==> config.mk <==
export PLATFORM = sky130hd
export DESIGN_NAME = tmr_compare_top
export DESIGN_NICKNAME = d
export VERILOG_FILES = /design/src/rtl/tmr_pkg.sv /design/src/rtl/tmr_counter.sv /design/src/rtl/tmr_chan.sv /design/src/rtl/tmr_prio.sv /design/src/rtl/tmr_compare_top.sv
export SDC_FILE = /design/constraint.sdc
export NUM_CORES = 1
export LEC_CHECK = 0
export CORE_ASPECT_RATIO = 1.4
export CORE_MARGIN = 2
export CORE_UTILIZATION = 40
export CTS_CLUSTER_DIAMETER = 50
export DETAILED_ROUTE_END_ITERATION = 7
export GPL_ROUTABILITY_DRIVEN = 0
export GPL_TIMING_DRIVEN = 0
export PLACE_DENSITY_LB_ADDON = 0.12
export SLEW_MARGIN = 20
export SYNTH_ARGS = -nofsm -noshare
export SYNTH_HDL_FRONTEND = slang
export SYNTH_HIERARCHICAL = 1
export SYNTH_SLANG_ARGS = --single-unit
export TNS_END_PERCENT = 100
==> constraint.sdc <==
create_clock -name clk -period 5.3 [get_ports clk]
set_clock_uncertainty 0.15 [all_clocks]
set_input_delay 1.06 -clock clk [delete_from_list [all_inputs] [get_ports clk]]
set_output_delay 1.06 -clock clk [all_outputs]
set_load 0.02 [all_outputs]
==> src/rtl/tmr_pkg.sv <==
package tmr_pkg;
    localparam int TMR_CNT_W    = 16;
    localparam int TMR_N_CH     = 7;
    // control word bit positions
    localparam int CTRL_RUN_BIT = 0;
    localparam int CTRL_SEL_BIT = 1;
    localparam int CTRL_CLR_BIT = 2;
    // channel control word bit positions
    localparam int CHF_FLAG_BIT = 0;
    localparam int CHF_EN_BIT   = 1;

    typedef struct packed {
        logic run;
        logic sel;
        logic clr;
    } ctrl_t;
endpackage

==> src/rtl/tmr_counter.sv <==
module tmr_counter #(
    parameter int CNT_W = 16
) (
    input  logic             clk,
    input  logic             rst_n,
    input  logic             run,
    input  logic             tick,
    input  logic             clr,
    input  logic [CNT_W-1:0] top_val,
    output logic [CNT_W-1:0] cnt_o,
    output logic             loaded_o
);
    typedef struct packed {
        logic [CNT_W-1:0] cnt;
        logic             loaded;
    } cstate_t;

    cstate_t st_d, st_q;

    always_comb begin
        st_d        = st_q;
        st_d.loaded = 1'b0;
        if (clr) begin
            st_d.cnt    = '0;
            st_d.loaded = 1'b1;
        end else if (run && tick) begin
            st_d.cnt    = (st_q.cnt == top_val) ? '0 : st_q.cnt + 1'b1;
            st_d.loaded = 1'b1;
        end
    end

    always_ff @(posedge clk or negedge rst_n) begin
        if (!rst_n) st_q <= '0;
        else        st_q <= st_d;
    end

    assign cnt_o    = st_q.cnt;
    assign loaded_o = st_q.loaded;
endmodule

==> src/rtl/tmr_chan.sv <==
module tmr_chan #(
    parameter int CNT_W   = 16,
    parameter bit PRIMARY = 1'b0
) (
    input  logic             clk,
    input  logic             rst_n,
    input  logic [CNT_W-1:0] cnt,
    input  logic             loaded,
    input  logic             wr_ctl,
    input  logic             wr_cmp,
    input  logic [CNT_W-1:0] wdata,
    input  logic             ack,
    output logic             hit_o,
    output logic             flag_o,
    output logic             en_o,
    output logic [CNT_W-1:0] cmp_o
);
    import tmr_pkg::*;

    typedef struct packed {
        logic [CNT_W-1:0] cmp;
        logic             flag;
        logic             en;
    } chstate_t;

    chstate_t st_d, st_q;
    logic     hit;
    logic     ack_clr;

    generate
        if (PRIMARY) begin : g_self_clear
            assign ack_clr = ack;
        end else begin : g_sticky
            assign ack_clr = ack & 1'b0;
        end
    endgenerate

    assign hit = loaded && (cnt == st_q.cmp);

    always_comb begin
        st_d = st_q;
        if (wr_cmp) st_d.cmp = wdata;
        if (wr_ctl) st_d.en  = wdata[CHF_EN_BIT];
        if (hit)
            st_d.flag = 1'b1;
        else if (wr_ctl)
            st_d.flag = wdata[CHF_FLAG_BIT];
        else if (ack_clr)
            st_d.flag = 1'b0;
    end

    always_ff @(posedge clk or negedge rst_n) begin
        if (!rst_n) st_q <= '0;
        else        st_q <= st_d;
    end

    assign hit_o  = hit;
    assign flag_o = st_q.flag;
    assign en_o   = st_q.en;
    assign cmp_o  = st_q.cmp;
endmodule

==> src/rtl/tmr_prio.sv <==
module tmr_prio #(
    parameter int N_CH = 7,
    localparam int IDW = $clog2(N_CH + 1)
) (
    input  logic [N_CH-1:0] req,
    output logic [IDW-1:0]  id
);
    always_comb begin
        id = IDW'(N_CH);
        for (int i = N_CH - 1; i >= 0; i--) begin
            if (req[i]) id = IDW'(i);
        end
    end
endmodule

==> src/rtl/tmr_compare_top.sv <==
module tmr_compare_top #(
    parameter int CNT_W = tmr_pkg::TMR_CNT_W,
    parameter int N_CH  = tmr_pkg::TMR_N_CH,
    localparam int CTL_BASE = 2,
    localparam int CMP_BASE = CTL_BASE + N_CH,
    localparam int AW       = $clog2(CMP_BASE + N_CH),
    localparam int IDW      = $clog2(N_CH + 1)
) (
    input  logic             clk,
    input  logic             rst_n,
    input  logic             tick_a,
    input  logic             tick_b,
    input  logic             bus_we,
    input  logic [AW-1:0]    bus_addr,
    input  logic [CNT_W-1:0] bus_wdata,
    output logic [CNT_W-1:0] bus_rdata,
    input  logic             irq0_ack,
    output logic             irq0,
    output logic             irq_grp,
    output logic [IDW-1:0]   irq_id
);
    import tmr_pkg::*;

    ctrl_t ctrl_d, ctrl_q;

    logic             run;
    logic             clr;
    logic             tick;
    logic [CNT_W-1:0] cnt;
    logic             loaded;
    logic [CNT_W-1:0] cmp0;
    logic [N_CH-1:0]  hit;
    logic [N_CH-1:0]  flag;
    logic [N_CH-1:0]  en;
    logic [N_CH-1:0]  wr_ctl;
    logic [N_CH-1:0]  wr_cmp;
    logic [N_CH-1:0]  pend;
    logic [CNT_W-1:0] cmp_arr [N_CH];

    // control register: run/select hold, clear lasts one cycle
    always_comb begin
        ctrl_d     = ctrl_q;
        ctrl_d.clr = 1'b0;
        if (bus_we && bus_addr == AW'(0)) begin
            ctrl_d.run = bus_wdata[CTRL_RUN_BIT];
            ctrl_d.sel = bus_wdata[CTRL_SEL_BIT];
            ctrl_d.clr = bus_wdata[CTRL_CLR_BIT];
        end
    end

    always_ff @(posedge clk or negedge rst_n) begin
        if (!rst_n) ctrl_q <= '0;
        else        ctrl_q <= ctrl_d;
    end

    assign run  = ctrl_q.run;
    assign clr  = ctrl_q.clr;
    assign tick = ctrl_q.sel ? tick_b : tick_a;

    tmr_counter #(.CNT_W(CNT_W)) u_cnt (
        .clk      (clk),
        .rst_n    (rst_n),
        .run      (run),
        .tick     (tick),
        .clr      (clr),
        .top_val  (cmp0),
        .cnt_o    (cnt),
        .loaded_o (loaded)
    );

    generate
        for (genvar g = 0; g < N_CH; g++) begin : g_ch
            assign wr_ctl[g] = bus_we && (bus_addr == AW'(CTL_BASE + g));
            assign wr_cmp[g] = bus_we && (bus_addr == AW'(CMP_BASE + g));

            tmr_chan #(.CNT_W(CNT_W), .PRIMARY(g == 0)) u_ch (
                .clk    (clk),
                .rst_n  (rst_n),
                .cnt    (cnt),
                .loaded (loaded),
                .wr_ctl (wr_ctl[g]),
                .wr_cmp (wr_cmp[g]),
                .wdata  (bus_wdata),
                .ack    (irq0_ack),
                .hit_o  (hit[g]),
                .flag_o (flag[g]),
                .en_o   (en[g]),
                .cmp_o  (cmp_arr[g])
            );
        end
    endgenerate

    assign cmp0    = cmp_arr[0];
    assign pend    = flag & en;
    assign irq0    = pend[0];
    assign irq_grp = |pend[N_CH-1:1];

    tmr_prio #(.N_CH(N_CH)) u_prio (
        .req (pend),
        .id  (irq_id)
    );

    // read mux
    always_comb begin
        bus_rdata = '0;
        if (bus_addr == AW'(0)) begin
            bus_rdata[CTRL_RUN_BIT] = ctrl_q.run;
            bus_rdata[CTRL_SEL_BIT] = ctrl_q.sel;
            bus_rdata[CTRL_CLR_BIT] = ctrl_q.clr;
        end else if (bus_addr == AW'(1)) begin
            bus_rdata = cnt;
        end
        for (int i = 0; i < N_CH; i++) begin
            if (bus_addr == AW'(CTL_BASE + i)) begin
                bus_rdata[CHF_FLAG_BIT] = flag[i];
                bus_rdata[CHF_EN_BIT]   = en[i];
            end
            if (bus_addr == AW'(CMP_BASE + i)) bus_rdata = cmp_arr[i];
        end
    end
endmodule

==> flow_metrics.env <==
export IMPL_status="finished, final reports clean"
export IMPL_grt_use_total_pct=24.5
export IMPL_via_per_inst=5.73
export IMPL_max_cap_violations=0
export IMPL_internal_power_uw=2550
export IMPL_grt_overflow=0
export IMPL_fill_cells=2123
export IMPL_cp_required_ps=4090
export IMPL_fp_dieArea_sq_um=23600
export IMPL_period_minus_slack_ps=5210
export IMPL_critPathCaptureType="output pin"
export IMPL_drive_gt1_share_pct=24.3
export IMPL_core_area_sq_um=21900
export IMPL_final_setup_viol_count=0
export IMPL_grt_max_degree=91
export IMPL_start_kind="input port"
export IMPL_cp_max_fo=10
export IMPL_cts_tree="built"
export IMPL_r2r_slack_ps=2690
export IMPL_p_switching_uw=1310
export IMPL_utilization_pct=47.1
export IMPL_area_delta_synth_final_pct=15.6
export IMPL_p_sw_share_pct=33.9
export IMPL_antenna_found_initial=0
export IMPL_hold_viol=0
export IMPL_layout_cells_non_filler=1213
export IMPL_portBuffers=43
export IMPL_ir_drop_mv=0.242
export IMPL_insertedDiodeCount=0
export IMPL_rsz0062_at_grt="false"
export IMPL_seq_power_share_pct=43.8
export IMPL_grt_pass1_wl_um=42500
export IMPL_reg2reg_to="u_cnt/cnt_o[10]"
export IMPL_wl_per_cell_um=23.1
export IMPL_nets=930
export IMPL_detail_route_iter0_violations=534
export IMPL_startpoint="bus_addr[1]"
export IMPL_htreeDepth=4
export IMPL_routed_wl_um=28000
export IMPL_power_share_combinational_pct=26.1
export IMPL_die_h_um=181
export IMPL_route_detailed_drc=0
export IMPL_die_w_um=130
export IMPL_leakage_uw=0.00446
export IMPL_clock_root_buffer="clkbuf_16"
export IMPL_arrival_ps=4000
export IMPL_dp_cells=1181
export IMPL_syn_area_sq_um=8940
export IMPL_io_pins=47
export IMPL_clock_latency_ps=430
export IMPL_fin_crit_sh_pct=98.3
export IMPL_fin_tns_setup_ps=0
export IMPL_finalPower_uw=3860
export IMPL_start_util_pct=40.8
export IMPL_power_frac_clock_pct=30.1
export IMPL_endpoint="bus_rdata[14]"
export IMPL_cts_made_buffers=17
export IMPL_relSlewSlack_pct=48.6
export IMPL_placed_cell_area_sq_um=9780
export IMPL_postRouteAntennaNets=0
export IMPL_powerDensity_nw_per_um2=373
export IMPL_synthCells=840
export IMPL_first_pass_iters=5
export IMPL_cts_path_max_buffers=2
export IMPL_max_slew_worst_pin_slew_ps=769
export IMPL_cts_sinks=146
export IMPL_crit_type="input port to output pin"
export IMPL_syn_nets=867
export IMPL_via_count=6946
export IMPL_timing_fmax_mhz=192
export IMPL_path_clk_slew_ps=60
export IMPL_grt_pass1_vias=6963
export IMPL_place_hpwl_um=21200
export IMPL_yosysWarnings=6
export IMPL_syn_avg_cell_area_sq_um=10.6
export IMPL_reg2reg_from="u_cnt/cnt_o[0]"
export IMPL_hp_class="flip-flop to flip-flop"
export IMPL_fp_row_count=64
export IMPL_maxSlewViolCount=0
export IMPL_final_area_sq_um=10300
export IMPL_rr_worst_depth=6
==> worst min-delay path by stage <==
stage                             start             endpoint  slack, ps  depth (start not counted)
finish              g_ch[6].u_ch/flag_o  g_ch[6].u_ch/flag_o        380                          2
floorplan           g_ch[3].u_ch/flag_o  g_ch[3].u_ch/flag_o        340                          2
global route                      rst_n    g_ch[6].u_ch/en_o        420                          1
global placement    g_ch[6].u_ch/flag_o  g_ch[6].u_ch/flag_o        370                          2
detailed placement    g_ch[1].u_ch/en_o    g_ch[1].u_ch/en_o        370                          1
CTS                   g_ch[0].u_ch/en_o    g_ch[0].u_ch/en_o        390                          1
==> power groups by stage <==
stage          logic, uW  clock network, uW  registers (uW)
6_report            1010               1160            1690
4_1_cts             1000               1180            1690
5_1_grt             1100               1230            1730
3_5_place_dp         992                  0            1710
3_3_place_gp         985                  0            1700
2_1_floorplan        721                  0            1590
==> metrics by stage <==
stage	hold slack (ps)	setup WS [ps]
3_5_place_dp	370	29.7
5_1_grt	418	13.6
2_1_floorplan	337	1540
3_3_place_gp	369	-3380
4_1_cts	391	9.47
6_report	385	88.7
==> sequential cells by signal, indices dropped and copies added (netlist names) <==
register,count
u_cnt/loaded_o,1
g_ch.u_ch/cmp_o,112
g_ch.u_ch/flag_o,7
g_ch.u_ch/en_o,7
u_cnt/cnt_o,16
ctrl_q,1
clr,1
run,1
==> layout by cell type, fill, tap and decap left out, types with 4 or more instances in the layout <==
cell and instances:
nand3b_1 6, a211oi_1 5, buf_6 4, nor2b_1 14, dfrtp_1 146, o21ai_0 28, nand4_1 15, xor2_1 121
nand3_1 13, nor2_1 27, clkdlybuf4s50_1 42, clkbuf_1 12, a22oi_1 17, nor3_1 13, mux2i_1 16, inv_1 13
or2_2 6, and2_1 11, mux2_2 130, nand2b_1 6, a21oi_1 19, a21o_1 7, clkbuf_16 17, nor4_1 24
nand2_1 43, o22ai_1 10, o21ai_1 13, xnor2_1 8, buf_2 25, clkinv_2 6, a22o_1 9, a31oi_1 9
o2bb2ai_1 5
==> critical path, stage by stage <==
cell and delay, ps:
clkdlybuf4s50_1 570, buf_2 260, buf_2 300, nand2_1 260
nor2_2 430, a22oi_1 220, o21ai_1 230, clkdlybuf4s50_1 660
==> routing by layer <==
layer	routed length (um)	GRT usage (%)
met3	1230	3.64
met5	0	0
met4	1050	9.70
met2	13800	40.4
met1	11800	32.1
==> cell type report <==
| type | instances | area [sq um] | share of cell area (%) |
|---|---|---|---|
| buffer | 45 | 239 | 2.31 |
| tap | 297 | 372 | 3.59 |
| timing repair buffer | 44 | 463 | 4.48 |
| sequential | 146 | 3650 | 35.3 |
| inverter | 14 | 52.6 | 0.508 |
| clock inverter | 10 | 83.8 | 0.811 |
| multi-input combinational | 635 | 5000 | 48.4 |
| clock buffer | 22 | 474 | 4.59 |
==> what timing repair did <==
| action | in CTS | in global routing |
|---|---|---|
| resized for setup | 0 | 1 |
| setup buffers | 0 | 0 |
| setup endpoints to repair | 0 | 9 |
| hold buffers | 0 | 0 |
Power figures use the tool's default switching activity.
